File: config.mk
export PLATFORM = sky130hd
export DESIGN_NAME = tick_timer
export DESIGN_NICKNAME = d
export VERILOG_FILES = /design/src/rtl/tt_pkg.sv /design/src/rtl/tt_counter.sv /design/src/rtl/tt_flag.sv /design/src/rtl/tt_regfile.sv /design/src/rtl/tick_timer.sv
export SDC_FILE = /design/constraint.sdc
export NUM_CORES = 1
export LEC_CHECK = 0
export BUFFER_PORTS_ARGS = -buffer_cell sky130_fd_sc_hd__buf_2
export CORE_MARGIN = 2
export CORE_UTILIZATION = 50
export CTS_CLUSTER_DIAMETER = 150
export DETAILED_ROUTE_END_ITERATION = 8
export GPL_ROUTABILITY_DRIVEN = 0
export PLACE_DENSITY = 0.8
export SYNTH_ARGS = -nofsm -noshare
export SYNTH_HDL_FRONTEND = slang
export SYNTH_HIERARCHICAL = 1
export SYNTH_SLANG_ARGS = --single-unit
File: constraint.sdc
create_clock -name clk -period 2 [get_ports clk]
set_clock_uncertainty 0.05 [all_clocks]
set_input_delay 0.2 -clock clk [delete_from_list [all_inputs] [get_ports clk]]
set_output_delay 0.2 -clock clk [all_outputs]
set_load 0.02 [all_outputs]
File: src/rtl/tt_pkg.sv
package tt_pkg;
  localparam int DATA_W   = 32;
  localparam int EN_POS   = 0;
  localparam int IE_POS   = 1;
  localparam int SRC_POS  = 2;
  localparam int FLAG_POS = 16;
  localparam int NOREF_POS = 31;
  localparam int SKEW_POS  = 30;

  typedef enum logic [1:0] {
    REG_CTRL = 2'd0,
    REG_RLD  = 2'd1,
    REG_CUR  = 2'd2,
    REG_CAL  = 2'd3
  } reg_sel_e;

  typedef struct packed {
    logic src;
    logic ie;
    logic en;
  } ctrl_t;
endpackage

File: src/rtl/tt_counter.sv
module tt_counter #(
  parameter int CNT_W = 24
) (
  input  logic             clk,
  input  logic             rst,
  input  logic             en,
  input  logic             src,
  input  logic             ref_tick,
  input  logic             wr_cur,
  input  logic [CNT_W-1:0] rld,
  output logic [CNT_W-1:0] cnt,
  output logic             hit_zero
);
  localparam logic [CNT_W-1:0] ONE = CNT_W'(1);

  logic step;

  assign step     = en & (src | ref_tick);
  assign hit_zero = step & ~wr_cur & (cnt == ONE);

  always_ff @(posedge clk) begin
    if (rst) begin
      cnt <= '0;
    end else if (wr_cur) begin
      cnt <= '0;
    end else if (step) begin
      if (cnt == '0) cnt <= rld;
      else           cnt <= cnt - ONE;
    end
  end

  AST_OFF_HOLD: assert property (@(posedge clk) disable iff (rst)
    (!en && !wr_cur) |=> $stable(cnt));
  AST_CUR_CLEAR: assert property (@(posedge clk) disable iff (rst)
    wr_cur |=> (cnt == '0));
  AST_PARK_ZERO: assert property (@(posedge clk) disable iff (rst)
    (rld == '0 && cnt == '0) |=> (cnt == '0));
  AST_HIT_LANDS: assert property (@(posedge clk) disable iff (rst)
    hit_zero |=> (cnt == '0));
endmodule

File: src/rtl/tt_flag.sv
module tt_flag (
  input  logic clk,
  input  logic rst,
  input  logic hit_zero,
  input  logic rd_ctrl,
  input  logic wr_cur,
  input  logic ie,
  output logic flag,
  output logic irq
);
  always_ff @(posedge clk) begin
    if (rst) begin
      flag <= 1'b0;
      irq  <= 1'b0;
    end else begin
      if (hit_zero)               flag <= 1'b1;
      else if (rd_ctrl || wr_cur) flag <= 1'b0;
      irq <= hit_zero & ie;
    end
  end

  AST_FLAG_ON_HIT: assert property (@(posedge clk) disable iff (rst)
    hit_zero |=> flag);
  AST_IRQ_NEEDS_IE: assert property (@(posedge clk) disable iff (rst)
    irq |-> $past(ie));
  AST_IRQ_PULSE: assert property (@(posedge clk) disable iff (rst)
    irq |=> !irq);
  AST_RD_CLEARS: assert property (@(posedge clk) disable iff (rst)
    (rd_ctrl && !hit_zero) |=> !flag);
endmodule

File: src/rtl/tt_regfile.sv
module tt_regfile
  import tt_pkg::*;
#(
  parameter int               CNT_W     = 24,
  parameter int               ADDR_W    = 4,
  parameter bit               CAL_NOREF = 1'b0,
  parameter bit               CAL_SKEW  = 1'b0,
  parameter logic [CNT_W-1:0] CAL_TENMS = '0
) (
  input  logic              clk,
  input  logic              rst,
  input  logic              bus_sel,
  input  logic              bus_wr,
  input  logic [ADDR_W-1:0] bus_addr,
  input  logic [DATA_W-1:0] bus_wdata,
  input  logic [CNT_W-1:0]  cnt,
  input  logic              flag,
  output ctrl_t             ctrl,
  output logic [CNT_W-1:0]  rld,
  output logic              wr_cur,
  output logic              rd_ctrl,
  output logic [DATA_W-1:0] bus_rdata
);
  logic          addr_ok;
  logic          wr_hit;
  logic          rd_hit;
  reg_sel_e      idx;
  logic [DATA_W-1:0] rd_word;
  logic [DATA_W-1:0] cal_word;
  logic          unused_wdata;

  assign unused_wdata = ^bus_wdata[DATA_W-1:CNT_W];
  assign addr_ok = (bus_addr[1:0] == 2'b00) && ((bus_addr >> 4) == '0);
  assign idx     = reg_sel_e'(bus_addr[3:2]);
  assign wr_hit  = bus_sel & bus_wr & addr_ok;
  assign rd_hit  = bus_sel & ~bus_wr & addr_ok;
  assign wr_cur  = wr_hit && (idx == REG_CUR);
  assign rd_ctrl = rd_hit && (idx == REG_CTRL);

  always_comb begin
    cal_word              = '0;
    cal_word[NOREF_POS]   = CAL_NOREF;
    cal_word[SKEW_POS]    = CAL_SKEW;
    cal_word[CNT_W-1:0]   = CAL_TENMS;
  end

  always_comb begin
    rd_word = '0;
    unique case (idx)
      REG_CTRL: begin
        rd_word[EN_POS]   = ctrl.en;
        rd_word[IE_POS]   = ctrl.ie;
        rd_word[SRC_POS]  = ctrl.src;
        rd_word[FLAG_POS] = flag;
      end
      REG_RLD: rd_word[CNT_W-1:0] = rld;
      REG_CUR: rd_word[CNT_W-1:0] = cnt;
      REG_CAL: rd_word = cal_word;
      default: rd_word = '0;
    endcase
  end

  always_ff @(posedge clk) begin
    if (rst) begin
      ctrl <= '0;
      rld  <= '0;
    end else if (wr_hit) begin
      if (idx == REG_CTRL) begin
        ctrl.en  <= bus_wdata[EN_POS];
        ctrl.ie  <= bus_wdata[IE_POS];
        ctrl.src <= bus_wdata[SRC_POS];
      end
      if (idx == REG_RLD) rld <= bus_wdata[CNT_W-1:0];
    end
  end

  always_ff @(posedge clk) begin
    if (rst)                   bus_rdata <= '0;
    else if (bus_sel && !bus_wr) bus_rdata <= rd_hit ? rd_word : '0;
  end

  AST_RDATA_HOLD: assert property (@(posedge clk) disable iff (rst)
    !(bus_sel && !bus_wr) |=> $stable(bus_rdata));
  AST_BAD_ADDR_ZERO: assert property (@(posedge clk) disable iff (rst)
    (bus_sel && !bus_wr && !addr_ok) |=> (bus_rdata == '0));
  AST_RLD_UPPER_ZERO: assert property (@(posedge clk) disable iff (rst)
    (rd_hit && idx == REG_RLD) |=> (bus_rdata[DATA_W-1:CNT_W] == '0));
  AST_RLD_KEPT: assert property (@(posedge clk) disable iff (rst)
    !(wr_hit && idx == REG_RLD) |=> $stable(rld));
endmodule

File: src/rtl/tick_timer.sv
module tick_timer
  import tt_pkg::*;
#(
  parameter int               CNT_W     = 24,
  parameter int               ADDR_W    = 4,
  parameter bit               CAL_NOREF = 1'b0,
  parameter bit               CAL_SKEW  = 1'b0,
  parameter logic [CNT_W-1:0] CAL_TENMS = '0
) (
  input  logic              clk,
  input  logic              rst,
  input  logic              ref_tick,
  input  logic              bus_sel,
  input  logic              bus_wr,
  input  logic [ADDR_W-1:0] bus_addr,
  input  logic [31:0]       bus_wdata,
  output logic [31:0]       bus_rdata,
  output logic              irq
);
  ctrl_t            ctrl;
  logic [CNT_W-1:0] rld;
  logic [CNT_W-1:0] cnt;
  logic             wr_cur;
  logic             rd_ctrl;
  logic             hit_zero;
  logic             flag;

  tt_regfile #(
    .CNT_W(CNT_W), .ADDR_W(ADDR_W),
    .CAL_NOREF(CAL_NOREF), .CAL_SKEW(CAL_SKEW), .CAL_TENMS(CAL_TENMS)
  ) u_regs (
    .clk(clk), .rst(rst),
    .bus_sel(bus_sel), .bus_wr(bus_wr), .bus_addr(bus_addr), .bus_wdata(bus_wdata),
    .cnt(cnt), .flag(flag),
    .ctrl(ctrl), .rld(rld), .wr_cur(wr_cur), .rd_ctrl(rd_ctrl),
    .bus_rdata(bus_rdata)
  );

  tt_counter #(.CNT_W(CNT_W)) u_cnt (
    .clk(clk), .rst(rst),
    .en(ctrl.en), .src(ctrl.src), .ref_tick(ref_tick),
    .wr_cur(wr_cur), .rld(rld),
    .cnt(cnt), .hit_zero(hit_zero)
  );

  tt_flag u_flag (
    .clk(clk), .rst(rst),
    .hit_zero(hit_zero), .rd_ctrl(rd_ctrl), .wr_cur(wr_cur), .ie(ctrl.ie),
    .flag(flag), .irq(irq)
  );

  AST_FLAG_AT_ZERO: assert property (@(posedge clk) disable iff (rst)
    $rose(flag) |-> (cnt == '0));
  AST_IRQ_AT_ZERO: assert property (@(posedge clk) disable iff (rst)
    irq |-> (cnt == '0 && flag));
endmodule

==> parameters.txt <==
Parameter                              Value

Run status
  Result of the run    finished, violations left
  Violated checks    negative setup slack

Synthesis
  Multiplexer share of the synthesized area    9.54%
  Simple logic cell fraction of the synthesized area    19.5%
  Yosys warning total    6
  Post-synth top area share    39.4%
  Number of flops mapped to enable cells by yosys    0
  Ranking of synthesized cells by area    sky130_fd_sc_hd__dfxtp_1 (39%), sky130_fd_sc_hd__mux2i_1 (9.0%), sky130_fd_sc_hd__nand2_1 (7.4%), sky130_fd_sc_hd__o2bb2ai_1 (4.7%), sky130_fd_sc_hd__a22oi_1 (4.6%)
  Dominant combinational cell family by area after synthesis    compound AO/OA/AOI/OAI gates
  Synth Instances    437
  Xor and xnor fraction of the mapped netlist area    0%
  Share of synthesized cell area in full adder, half adder and majority cells    2.24%
  Area of the mapped netlist    3910 um^2
  Count of unique library cells instantiated by Yosys    60
  Number of register bits inferred by synthesis    77
  Top flip-flop cell by instance count after synthesis    sky130_fd_sc_hd__dfxtp_1
  Library cell occupying the most area in the post-synthesis netlist    sky130_fd_sc_hd__dfxtp_1
  Async set or reset register ratio after synthesis    0%
  Compound-Gate Fraction of Synth Area    21.6%
  Sequential-to-total area share from yosys stat    39.4%
  Average footprint of a synthesized cell    8.94 um^2

Clocking
  Num CTS Buffers    9
  CTS tree    built
  Number of buffers inserted by hold repair at cts    0
  CTS root buffer    sky130_fd_sc_hd__clkbuf_8
  Clock latency at the later pin of the worst-skew pair    370 ps
  Maximum buffer depth of the clock tree    2
  Number of levels the H-tree was split into    3
  CTS clk-pin slew, worst paths    90 ps
  Total number of clock tree sinks    77

Final layout
  Fillcell total    557
  Layout cell share with drive strength beyond 1    39.3%
  Nets    595
  Post-route standard cell area excluding fillers    5240 um^2
  Antenna cells    0
  Layout overhead on the synthesized area    34.2%
  Utilization after layout    68.6%

Timing
  Maximum achievable frequency    0.463 GHz
  Post-route setup TNS    -1270 ps
  Post-route worst setup slack    -158 ps
  Min Clock Period, post-route    2160 ps
  Endpoints failing setup    23
  Final count of hold timing violations    0
  Actual transition at the worst max-transition pin    582 ps
  Headroom to the max-slew limit    61.2%
  Period Utilization, post-route    108%
  RSZ-0062 raised after global routing    yes
  Final Max Tran Viols    0

Worst setup path
  Sort of element at the end of the critical path    flip-flop
  Most frequent CP cell    sky130_fd_sc_hd__buf_4
  Path depth of the worst reg2reg path    9
  Ordered cell list for the critical path    buf_4 -> inv_2 -> buf_4 -> ha_1 -> and4b_2 -> and3_4 -> buf_4 -> mux2_4 -> a21oi_2
  Critical path's top delay family    simple AND/OR/NAND/NOR gates
  Count of buffering cells on the critical path with inverters included    4
  Maximum net fanout on the critical path    6
  Critical Setup Path Class    reg -> reg
  Endpoint of the most critical register-to-register path    u_cnt/cnt[15]
  Master of the slowest instance on the critical path    sky130_fd_sc_hd__dfxtp_4
  Startpoint of the lowest-slack register-to-register path    u_cnt/cnt[0]
  Max stage delay on crit path    360 ps
  Startpoint type of the worst setup path    flip-flop
  Data arrival at the endpoint of the critical path    2420 ps
  Required time at the endpoint of the critical path    2260 ps
  Register-to-Register Setup Slack    -160 ps

Drt
  Count of routing violations after the opening detailed-route iteration    400
  Remaining number of nets flagged by the antenna check after routing    0
  Final Routed Wirelength    12.5 mm
  Number of vias per cell    6.22
  Wire length per cell after detailed routing    19.2 um
  DRC viols    0
  Vias    4067
  DRT Pass-1 Iters    5

Min path
  Hold Path Origin    bus_wdata[7]
  Path type of the worst min-delay path    in -> reg
  Number of stages on the worst hold path    3
  Worst Hold Path EP    u_regs/rld[7]

Power and ir drop
  Pwr Density    580 nW/um^2
  Peak supply drop    0.348 mV
  Static leakage    2.14 nW

Global route
  Number of global-route vias before repair    3692
  Largest net degree at the start of global routing    36
  Overflow left after global routing    0
  Global Route Usage Sum    25.3%
  Wire length of the first global-routing pass    17.1 mm
  Antenna violations before repair    0

Floorplan
  I/O pins    74
  Std-Cell Core Area    7650 um^2
  Number of core rows    32
  Die ar.    8540 um^2
  Starting Density    51.1%
  Horizontal die dimension    92.4 um
  Die Span Y    92.4 um

Placement
  Number of buffers added on ports    57
  HPWL after detailed placement    7.32 mm
  Cell area after placement    4620 um^2

Run
  Count of maximum capacitance violations    0
-- how the worst max path moves through the flow --
stage,endpoint,cells past startpoint,from
finish,u_cnt/cnt[15],9,u_cnt/cnt[0]
global route,u_cnt/cnt[15],7,u_cnt/cnt[16]
CTS,u_cnt/cnt[23],5,u_cnt/cnt[0]
detailed placement,u_cnt/cnt[13],6,u_cnt/cnt[7]
global placement,u_cnt/cnt[23],5,u_cnt/cnt[0]
floorplan,u_cnt/cnt[23],6,u_cnt/cnt[7]
-- power breakdown --
| group | internal, mW | switching [mW] |
|---|---|---|
| Combinational | 0.133 | 0.186 |
| Clock | 0.569 | 0.614 |
| Sequential | 1.54 | 0.00559 |
| Total | 2.24 | 0.806 |
-- flip-flops by register name (all words and copies together) (netlist names) --
signal	flops
u_cnt/cnt	24
u_flag/flag	1
u_flag/irq	1
u_regs/bus_rdata	24
u_regs/ctrl	3
u_regs/rld	24
-- worst min-delay path, delay by kind of cell --
kind	cells	cell delay [ps]
multiplexers	1	50
AND/OR/NAND/NOR	1	50
buffers and inverters	1	100
-- layout by cell type (no fill, tap or decap), drive strengths merged, types with 4 or more instances in the layout --
master / netlist / layout
ha: 7 / 7
o21a: 5 / 5
or4: 4 / 4
o21ai: 14 / 14
a22oi: 24 / 24
nand4: 5 / 5
nand2: 78 / 78
a211oi: 7 / 7
conb: 1 / 8
nand3: 10 / 10
o221a: 5 / 5
o2bb2ai: 21 / 21
or3: 4 / 4
mux2i: 35 / 35
nor2: 12 / 12
inv: 9 / 9
nor4: 7 / 7
o22ai: 9 / 9
nor3: 9 / 9
a22o: 4 / 4
dfxtp: 77 / 77
and3: 6 / 6
clkinv: 0 / 5
a21oi: 17 / 17
buf: 23 / 128
clkbuf: 12 / 10
-- cell type report --
| cell class | count | area [um^2] | area share (%) |
|---|---|---|---|
| Multi-Input combinational cell | 321 | 2440 | 46.5 |
| Sequential cell | 77 | 1550 | 29.6 |
| Timing Repair Buffer | 129 | 905 | 17.3 |
| Tap cell | 102 | 128 | 2.43 |
| Clock buffer | 9 | 124 | 2.36 |
| Clock inverter | 7 | 66.3 | 1.26 |
| Inverter | 9 | 33.8 | 0.644 |
-- metal layers --
| metal | track usage, % | share of wire, % | vias up |
|---|---|---|---|
| li1 | - | - | 1826 |
| met1 | 30.5 | 39 | 1959 |
| met2 | 42.2 | 48 | 224 |
| met3 | 5.45 | 8.0 | 58 |
| met4 | 13.3 | 4.5 | 0 |
| met5 | 0 | 0 | - |
-- synth_stat cells (all sizes together), types with 3 or more instances --
cell type,instances
nand3,10
or4,4
a31oi,3
nor4,7
nand4,5
a22o,4
a22oi,24
mux2i,35
o22ai,9
o21ai,14
dfxtp,77
a21oi,17
clkbuf,12
o21a,5
or3,4
o2bb2ai,21
nor3,9
ha,7
o221a,5
a211oi,7
and3,6
inv,9
nand2,78
buf,23
nand2b,3
nor2,12
-- per-stage QoR --
step                      instances  hold WS (ps)  setup slack, ps  power, mW
after detailed placement        627           391             -155       1.83
after global routing            654          10.5             -181       3.15
after global placement          627           389            -42.7       1.83
after CTS                       645          17.2             -106       2.99
after floorplan                 444           219            -61.9       1.74
final                           654          23.5             -158       3.04
-- timing repair --
item                       in CTS  in global routing
setup buffers                   2                  8
pin swaps                       4                 22
resized for setup              12                 67
hold endpoints to repair        0                  0
setup endpoints to repair      23                 25
gates cloned                    0                  2
-- cells by family (layout without fill, tap and decap cells) --
logic type / count (synthesis) / in the layout
buf+inv: 46 / 154
simple gates: 152 / 152
fa+ha+maj: 7 / 7
mux: 37 / 37
other cells: 1 / 8
flops: 77 / 77
compound gates: 117 / 117
Power figures use the tool's default switching activity.
